**config.mk**
```make
export PLATFORM = sky130hd
export DESIGN_NAME = nvpage_ctrl
export DESIGN_NICKNAME = d
export VERILOG_FILES = /design/src/rtl/nvpage_pkg.sv /design/src/rtl/nvpage_regs.sv /design/src/rtl/nvpage_timer.sv /design/src/rtl/nvpage_store.sv /design/src/rtl/nvpage_ctrl.sv
export SDC_FILE = /design/constraint.sdc
export NUM_CORES = 2
export LEC_CHECK = 0
export BUFFER_PORTS_ARGS = -buffer_cell sky130_fd_sc_hd__buf_2
export CAP_MARGIN = 10
export CORE_MARGIN = 2
export CORE_UTILIZATION = 50
export CTS_CLUSTER_DIAMETER = 100
export CTS_CLUSTER_SIZE = 40
export DETAILED_ROUTE_END_ITERATION = 8
export PLACE_DENSITY = 0.63
export RECOVER_POWER = 100
export REMOVE_ABC_BUFFERS = 1
export SYNTH_ARGS = -nofsm -noshare
export SYNTH_HDL_FRONTEND = slang
export SYNTH_SLANG_ARGS = --single-unit
```
**constraint.sdc**
```tcl
create_clock -name clk -period 9.78 [get_ports clk]
set_input_delay 1.956 -clock clk [delete_from_list [all_inputs] [get_ports clk]]
set_output_delay 1.956 -clock clk [all_outputs]
set_load 0.01 [all_outputs]
```
**src/rtl/nvpage_pkg.sv**
```systemverilog
package nvpage_pkg;

    localparam int DATA_W     = 8;
    localparam int ADDR_W     = 16;
    localparam int NUM_PAGES  = 3;
    localparam int PAGE_BYTES = 64;
    localparam int OFF_W      = $clog2(PAGE_BYTES);
    localparam int PG_W       = 2;
    localparam int TOTAL      = NUM_PAGES * PAGE_BYTES;
    localparam logic [DATA_W-1:0] WIN_HI = 8'hFF;
    localparam logic [DATA_W-1:0] ERASED = 8'hFF;

    // register select codes
    localparam logic [1:0] SEL_CTRL = 2'd0;
    localparam logic [1:0] SEL_ADRL = 2'd1;
    localparam logic [1:0] SEL_ADRH = 2'd2;
    localparam logic [1:0] SEL_DATA = 2'd3;

    // command codes
    localparam logic [DATA_W-1:0] CMD_MAP    = 8'h09;
    localparam logic [DATA_W-1:0] CMD_UNMAP  = 8'h0A;
    localparam logic [DATA_W-1:0] CMD_ERASE  = 8'h11;
    localparam logic [DATA_W-1:0] CMD_PROG   = 8'h12;
    localparam logic [DATA_W-1:0] CMD_ERPROG = 8'h13;
    localparam logic [DATA_W-1:0] CMD_ERALL  = 8'h14;

    typedef enum logic [1:0] {
        OP_ERASE  = 2'd0,
        OP_PROG   = 2'd1,
        OP_ERPROG = 2'd2,
        OP_ERALL  = 2'd3
    } op_e;

    typedef struct packed {
        logic            start;
        op_e             kind;
        logic [PG_W-1:0] page;
    } op_req_t;

    // duration of each timed operation in milliseconds
    function automatic int unsigned op_ms(op_e kind);
        case (kind)
            OP_ERASE:  return 2;
            OP_PROG:   return 2;
            OP_ERPROG: return 4;
            default:   return 6;
        endcase
    endfunction

endpackage

```
**src/rtl/nvpage_regs.sv**
```systemverilog
module nvpage_regs
    import nvpage_pkg::*;
(
    input  logic                 clk,
    input  logic                 rst,
    input  logic [1:0]           reg_sel,
    input  logic                 reg_wr,
    input  logic [DATA_W-1:0]    reg_wdata,
    output logic [DATA_W-1:0]    reg_rdata,
    input  logic [NUM_PAGES-1:0] page_lock,
    input  logic                 busy,
    input  logic                 op_done,
    output logic                 mapped,
    output logic                 buf_we,
    output logic [OFF_W-1:0]     buf_off,
    output logic [DATA_W-1:0]    buf_wdata,
    output op_req_t              req
);

    logic [DATA_W-1:0] adr_lo, adr_hi, data_q;
    logic              err_q, done_q, map_q;
    logic              cmd_wr;
    logic [PG_W-1:0]   tgt_page;
    logic              page_ok, lock_hit, any_lock;
    logic              cmd_bad, map_set, map_clr;

    assign cmd_wr   = reg_wr && (reg_sel == SEL_CTRL);
    assign tgt_page = adr_lo[DATA_W-1 -: PG_W];
    assign page_ok  = (adr_hi == WIN_HI) && (tgt_page < PG_W'(NUM_PAGES));
    assign lock_hit = |(page_lock & (NUM_PAGES'(1) << tgt_page));
    assign any_lock = |page_lock;
    assign mapped   = map_q;

    // command decode and acceptance
    always_comb begin
        cmd_bad  = 1'b0;
        map_set  = 1'b0;
        map_clr  = 1'b0;
        req      = '0;
        req.kind = OP_ERASE;
        req.page = tgt_page;
        if (cmd_wr) begin
            case (reg_wdata)
                CMD_MAP: begin
                    if (busy) cmd_bad = 1'b1;
                    else      map_set = 1'b1;
                end
                CMD_UNMAP: begin
                    if (busy) cmd_bad = 1'b1;
                    else      map_clr = 1'b1;
                end
                CMD_ERASE, CMD_PROG, CMD_ERPROG: begin
                    if (busy || !map_q || !page_ok || lock_hit) begin
                        cmd_bad = 1'b1;
                    end else begin
                        req.start = 1'b1;
                        req.kind  = (reg_wdata == CMD_ERASE) ? OP_ERASE :
                                    (reg_wdata == CMD_PROG)  ? OP_PROG  : OP_ERPROG;
                    end
                end
                CMD_ERALL: begin
                    if (busy || !map_q || any_lock) begin
                        cmd_bad = 1'b1;
                    end else begin
                        req.start = 1'b1;
                        req.kind  = OP_ERALL;
                    end
                end
                default: cmd_bad = 1'b1;
            endcase
        end
    end

    always_ff @(posedge clk) begin
        if (rst) begin
            adr_lo <= '0;
            adr_hi <= '0;
            data_q <= '0;
            err_q  <= 1'b0;
            done_q <= 1'b0;
            map_q  <= 1'b0;
        end else begin
            if (reg_wr && reg_sel == SEL_ADRL) adr_lo <= reg_wdata;
            if (reg_wr && reg_sel == SEL_ADRH) adr_hi <= reg_wdata;
            if (reg_wr && reg_sel == SEL_DATA) data_q <= reg_wdata;
            if (cmd_wr) begin
                err_q  <= cmd_bad;
                done_q <= 1'b0;
            end
            if (op_done) done_q <= 1'b1;
            if (map_set) map_q <= 1'b1;
            if (map_clr) map_q <= 1'b0;
        end
    end

    assign buf_we    = reg_wr && (reg_sel == SEL_DATA) && !busy;
    assign buf_off   = adr_lo[OFF_W-1:0];
    assign buf_wdata = reg_wdata;

    always_comb begin
        case (reg_sel)
            SEL_CTRL: reg_rdata = {map_q, 4'b0000, done_q, err_q, busy};
            SEL_ADRL: reg_rdata = adr_lo;
            SEL_ADRH: reg_rdata = adr_hi;
            default:  reg_rdata = data_q;
        endcase
    end

    AST_CMD_CLEARS_DONE: assert property (@(posedge clk) disable iff (rst)
        cmd_wr && !op_done |=> !done_q);
    AST_MAP_TAKES: assert property (@(posedge clk) disable iff (rst)
        cmd_wr && reg_wdata == CMD_MAP && !busy |=> mapped);
    AST_UNMAP_TAKES: assert property (@(posedge clk) disable iff (rst)
        cmd_wr && reg_wdata == CMD_UNMAP && !busy |=> !mapped);
    AST_BUSY_REJECTS: assert property (@(posedge clk) disable iff (rst)
        cmd_wr && busy |=> err_q);

endmodule

```
**src/rtl/nvpage_timer.sv**
```systemverilog
module nvpage_timer
    import nvpage_pkg::*;
#(
    parameter int unsigned CLK_HZ = 12_000_000
) (
    input  logic clk,
    input  logic rst,
    input  logic start,
    input  op_e  kind,
    output logic busy,
    output logic done_pulse
);

    localparam int unsigned TICKS_MS = (CLK_HZ / 1000 > 0) ? CLK_HZ / 1000 : 1;
    localparam int          CNT_W    = $clog2(6 * TICKS_MS + 1);

    logic [CNT_W-1:0] cnt;
    logic             busy_q;

    always_ff @(posedge clk) begin
        if (rst) begin
            busy_q <= 1'b0;
            cnt    <= '0;
        end else if (start && !busy_q) begin
            busy_q <= 1'b1;
            cnt    <= CNT_W'(op_ms(kind) * TICKS_MS - 1);
        end else if (busy_q) begin
            if (cnt == '0) busy_q <= 1'b0;
            else           cnt    <= cnt - 1'b1;
        end
    end

    assign busy       = busy_q;
    assign done_pulse = busy_q && (cnt == '0);

    AST_START_IDLE: assert property (@(posedge clk) disable iff (rst)
        start |-> !busy_q);
    AST_BUSY_HOLDS: assert property (@(posedge clk) disable iff (rst)
        busy_q && !done_pulse |=> busy_q);
    AST_DONE_ENDS: assert property (@(posedge clk) disable iff (rst)
        done_pulse |=> !busy_q);

endmodule

```
**src/rtl/nvpage_store.sv**
```systemverilog
module nvpage_store
    import nvpage_pkg::*;
(
    input  logic              clk,
    input  logic              rst,
    input  logic              buf_we,
    input  logic [OFF_W-1:0]  buf_off,
    input  logic [DATA_W-1:0] buf_wdata,
    input  op_req_t           req,
    input  logic              commit,
    input  logic              mapped,
    input  logic [ADDR_W-1:0] code_addr,
    input  logic [DATA_W-1:0] pm_rdata,
    output logic [DATA_W-1:0] code_rdata
);

    logic [DATA_W-1:0]     pbuf  [PAGE_BYTES];
    logic [PAGE_BYTES-1:0] loaded;
    logic [DATA_W-1:0]     cells [TOTAL];
    op_e                   pend_kind;
    logic [PG_W-1:0]       pend_page;
    logic                  prog_kind;
    logic                  in_win;

    assign prog_kind = (pend_kind == OP_PROG) || (pend_kind == OP_ERPROG);

    // staging buffer with per-offset loaded marks
    always_ff @(posedge clk) begin
        if (rst) begin
            loaded <= '0;
            for (int b = 0; b < PAGE_BYTES; b++) pbuf[b] <= ERASED;
        end else begin
            if (buf_we) begin
                pbuf[buf_off]   <= buf_wdata;
                loaded[buf_off] <= 1'b1;
            end
            if (commit && prog_kind) loaded <= '0;
        end
    end

    // operation latched at start, applied at completion
    always_ff @(posedge clk) begin
        if (rst) begin
            pend_kind <= OP_ERASE;
            pend_page <= '0;
        end else if (req.start) begin
            pend_kind <= req.kind;
            pend_page <= req.page;
        end
    end

    always_ff @(posedge clk) begin
        if (rst) begin
            for (int i = 0; i < TOTAL; i++) cells[i] <= ERASED;
        end else if (commit) begin
            for (int p = 0; p < NUM_PAGES; p++) begin
                for (int b = 0; b < PAGE_BYTES; b++) begin
                    case (pend_kind)
                        OP_ERASE: begin
                            if (pend_page == PG_W'(p)) cells[p*PAGE_BYTES+b] <= ERASED;
                        end
                        OP_PROG: begin
                            if (pend_page == PG_W'(p) && loaded[b])
                                cells[p*PAGE_BYTES+b] <= pbuf[b];
                        end
                        OP_ERPROG: begin
                            if (pend_page == PG_W'(p))
                                cells[p*PAGE_BYTES+b] <= loaded[b] ? pbuf[b] : ERASED;
                        end
                        default: cells[p*PAGE_BYTES+b] <= ERASED;
                    endcase
                end
            end
        end
    end

    // code-space overlay
    assign in_win = mapped && (code_addr[ADDR_W-1:DATA_W] == WIN_HI) &&
                    (code_addr[OFF_W+PG_W-1:OFF_W] < PG_W'(NUM_PAGES));

    always_comb begin
        if (in_win) code_rdata = cells[code_addr[OFF_W+PG_W-1:0]];
        else        code_rdata = pm_rdata;
    end

    AST_START_NEEDS_MAP: assert property (@(posedge clk) disable iff (rst)
        req.start |-> mapped);
    AST_UNMAPPED_PASS: assert property (@(posedge clk) disable iff (rst)
        !mapped |-> code_rdata == pm_rdata);

endmodule

```
**src/rtl/nvpage_ctrl.sv**
```systemverilog
module nvpage_ctrl
    import nvpage_pkg::*;
#(
    parameter int unsigned CLK_HZ = 12_000_000
) (
    input  logic                 clk,
    input  logic                 rst,
    input  logic [1:0]           reg_sel,
    input  logic                 reg_wr,
    input  logic [DATA_W-1:0]    reg_wdata,
    output logic [DATA_W-1:0]    reg_rdata,
    input  logic [NUM_PAGES-1:0] page_lock,
    input  logic [ADDR_W-1:0]    code_addr,
    input  logic [DATA_W-1:0]    pm_rdata,
    output logic [DATA_W-1:0]    code_rdata
);

    logic              busy, op_done, mapped, buf_we;
    logic [OFF_W-1:0]  buf_off;
    logic [DATA_W-1:0] buf_wdata;
    op_req_t           req;

    nvpage_regs u_regs (
        .clk       (clk),
        .rst       (rst),
        .reg_sel   (reg_sel),
        .reg_wr    (reg_wr),
        .reg_wdata (reg_wdata),
        .reg_rdata (reg_rdata),
        .page_lock (page_lock),
        .busy      (busy),
        .op_done   (op_done),
        .mapped    (mapped),
        .buf_we    (buf_we),
        .buf_off   (buf_off),
        .buf_wdata (buf_wdata),
        .req       (req)
    );

    nvpage_timer #(.CLK_HZ(CLK_HZ)) u_timer (
        .clk        (clk),
        .rst        (rst),
        .start      (req.start),
        .kind       (req.kind),
        .busy       (busy),
        .done_pulse (op_done)
    );

    nvpage_store u_store (
        .clk        (clk),
        .rst        (rst),
        .buf_we     (buf_we),
        .buf_off    (buf_off),
        .buf_wdata  (buf_wdata),
        .req        (req),
        .commit     (op_done),
        .mapped     (mapped),
        .code_addr  (code_addr),
        .pm_rdata   (pm_rdata),
        .code_rdata (code_rdata)
    );

endmodule

```
==> out/metrics.yaml <==
numClockSinks: 2161
clkPwrFrac: 0.287
fin_skew_ps: 64.0
vias_per_cell: 6.46
rows: 160
ioPinCount: 56
h-tree-depth: 3
place_ws_ps: 1930
grt_pass1_vias: 54738
area_growth_pct: 4.19
synth.avg_cell_area_um2: 14.1
clk_latency_ps: 790
synth_top_area_frac: 0.647
cp_max_fo: 48
cts_root_buffer: "clkbuf_16"
yosysSeqAreaShare: 0.670
core_um2: 190000
p_total_w: 0.0152
finalSetupTns_ps: 0
ys_types: 62
post_cts_buffers: 0
hold_path_class: "flip-flop to flip-flop"
gp_congestion: 1.10
async_reset_ff_frac: 0
drc: 0
synth-edff-count: 2048
nNetsFinal: 6521
drt_wl_total_um: 315000
seq_area_um2: 63800
dieWidth_um: 440
leakage_nw: 22.6
seqPwrFrac: 0.665
cts_resized: 0
yosysWarnings: 0
start_util: 0.502
hold_viol: 0
numCtsBuffers: 68
grt_usage: 0.324
grt_pass1_wl_um: 434000
peakVddDrop_uv: 122
finalMaxSlewViolations: 809
fin_ws_ps: 933
fp.dieH_um: 440
outcome: "complete, but fails checks"
drtIter0Drc: 10423
drive_gt1_frac: 0.169
switching_share: 0.228
multi_input_area_um2: 28600
period_share: 0.905
drv_cap: 18
intPower_w: 0.0117
yosysMostFrequentCell: "edfxtp_1"
yosys-top-cells-area: "edfxtp_1, mux4_2, nand2_1"
port-buffer-count: 55
p_per_area_nw_per_um2: 153
wire_per_inst_um: 34.7
worst-setup-path-type: "input port to flip-flop"
n_fill_cell: 15653
cp_data_arrival_time_ps: 9300
worstSetupStartpointType: "input port"
clk_path_buf_depth: 3
period_needed_ps: 8850
setup_violations: 0
max_freq_mhz: 113
final_util: 0.523
hold_buffers: 0
combinationalPowerShare: 0.049
required_ps: 10240
antenna_found_initial: 29
ys_top_cells_by_count: "edfxtp_1, nand2_1, nor2b_1"
synth_flop_cell: "edfxtp_1"
syn_area_um2: 95100
num_vias: 58487
tightest_slew_ps: 3170
antenna_left: 0
drtPass1Iterations: 6
dp_hpwl_um: 216000
overflow: 0
p_sw_w: 0.00347
yosysTopAreaCell: "edfxtp_1"
path_clk_slew_ps: 140
synthCells: 6746
slew_headroom: -1.11
cp-end-kind: "flip-flop"
rsz0062_at_grt: "no"
ys_ff_latch: 2161
grt_max_degree: 187
violations: "capacitance limit, slew limit"
cts_tree: "yes"
die_area_um2: 194000
## final timing paths
path	to	slack, ps	cells after the start	startpoint
setup / recovery	u_store.cells[53][7]$_SDFFCE_PP1P_	930	6	rst
hold / removal	u_regs.data_q[3]$_SDFFE_PP0P_	470	2	u_regs.data_q[3]$_SDFFE_PP0P_
setup reg to reg	u_store.cells[49][7]$_SDFFCE_PP1P_	3680	8	u_timer.cnt[4]$_SDFFE_PP0P_
hold reg to reg	u_regs.data_q[3]$_SDFFE_PP0P_	470	2	u_regs.data_q[3]$_SDFFE_PP0P_
## layer usage
metal  GRT usage  vias up  routed length (um)
li1            -    23617                   -
met1       0.465    29985              118000
met2       0.475     4363              139000
met3      0.0738      514               41500
met4       0.146        8               16100
met5           0        -                  46
## final cells by class
cell class / count / area share
diodes: 20 / 0.000505
clock buffers: 102 / 0.0196
clock inverters: 18 / 0.00244
inverters: 16 / 0.000657
multi-input cells: 4055 / 0.289
flip-flops and latches: 2161 / 0.644
well taps: 2511 / 0.0317
repair buffers: 173 / 0.0128
## state kept, by name (all words and copies together), names as in the netlist
register and count:
u_store.pend_kind 2, u_store.loaded 64, u_store.pend_page 2, u_regs.data_q 8
u_regs.mapped 1, u_regs.err_q 1, u_timer.busy 1, u_store.cells 1536
u_regs.adr_lo 8, u_store.pbuf 512, u_regs.done_q 1, u_timer.cnt 17
u_regs.adr_hi 8
## logic make-up (layout without fill, tap and decap cells)
logic type / after synthesis / count (layout) / synth area share
buf+inv: 530 / 309 / 0.0293
flops: 2161 / 2161 / 0.670
other cells: 0 / 20 / 0
compound gates: 477 / 477 / 0.0330
fa+ha+maj: 6 / 6 / 0.000789
xor+xnor: 6 / 6 / 0.000553
simple gates: 3041 / 3041 / 0.152
mux: 525 / 525 / 0.114
## critical path: stages
cell	delay, ps
clkbuf_1	2110
clkbuf_1	2100
nor2_1	360
and3_1	1340
buf_4	780
a21o_1	500
## stage by stage
stage	hold slack [ps]	std cells	cell area, um^2
floorplan	427	6232	92400
global placement	439	8908	97000
detailed placement	447	8908	97000
CTS	466	9028	99200
global route	493	9036	99000
finish	467	9056	99100
## power by group through the flow
stage / Sequential [W] / Clock, W / Combinational, W
4_1_cts: 0.0101 / 0.00432 / 0.000728
3_3_place_gp: 0.0103 / 0 / 0.000721
5_1_grt: 0.0101 / 0.00458 / 0.000758
6_report: 0.0101 / 0.00435 / 0.000740
2_1_floorplan: 0.0103 / 0 / 0.000292
3_5_place_dp: 0.0103 / 0 / 0.000727
## placed cells by master, fill, tap and decap left out, types with 8 or more instances in the layout
| master | count |
|---|---|
| buf_4 | 85 |
| dfxtp_1 | 113 |
| mux2i_1 | 67 |
| and3_1 | 12 |
| clkbuf_1 | 64 |
| nand3_1 | 23 |
| clkbuf_16 | 73 |
| or2_2 | 394 |
| inv_1 | 14 |
| buf_2 | 31 |
| buf_12 | 13 |
| nor3_1 | 37 |
| o211ai_1 | 8 |
| diode_2 | 20 |
| nor2_1 | 92 |
| mux2_2 | 13 |
| nand2_1 | 1732 |
| a21oi_1 | 132 |
| a31oi_1 | 10 |
| o22ai_1 | 22 |
| mux4_2 | 445 |
| nand4_1 | 15 |
| nor2b_1 | 515 |
| edfxtp_1 | 2048 |
| o21ai_0 | 52 |
| a21o_1 | 194 |
| nand2b_1 | 138 |
| or3_1 | 37 |
| nor4_1 | 8 |
(Power assumes the default switching activity.)
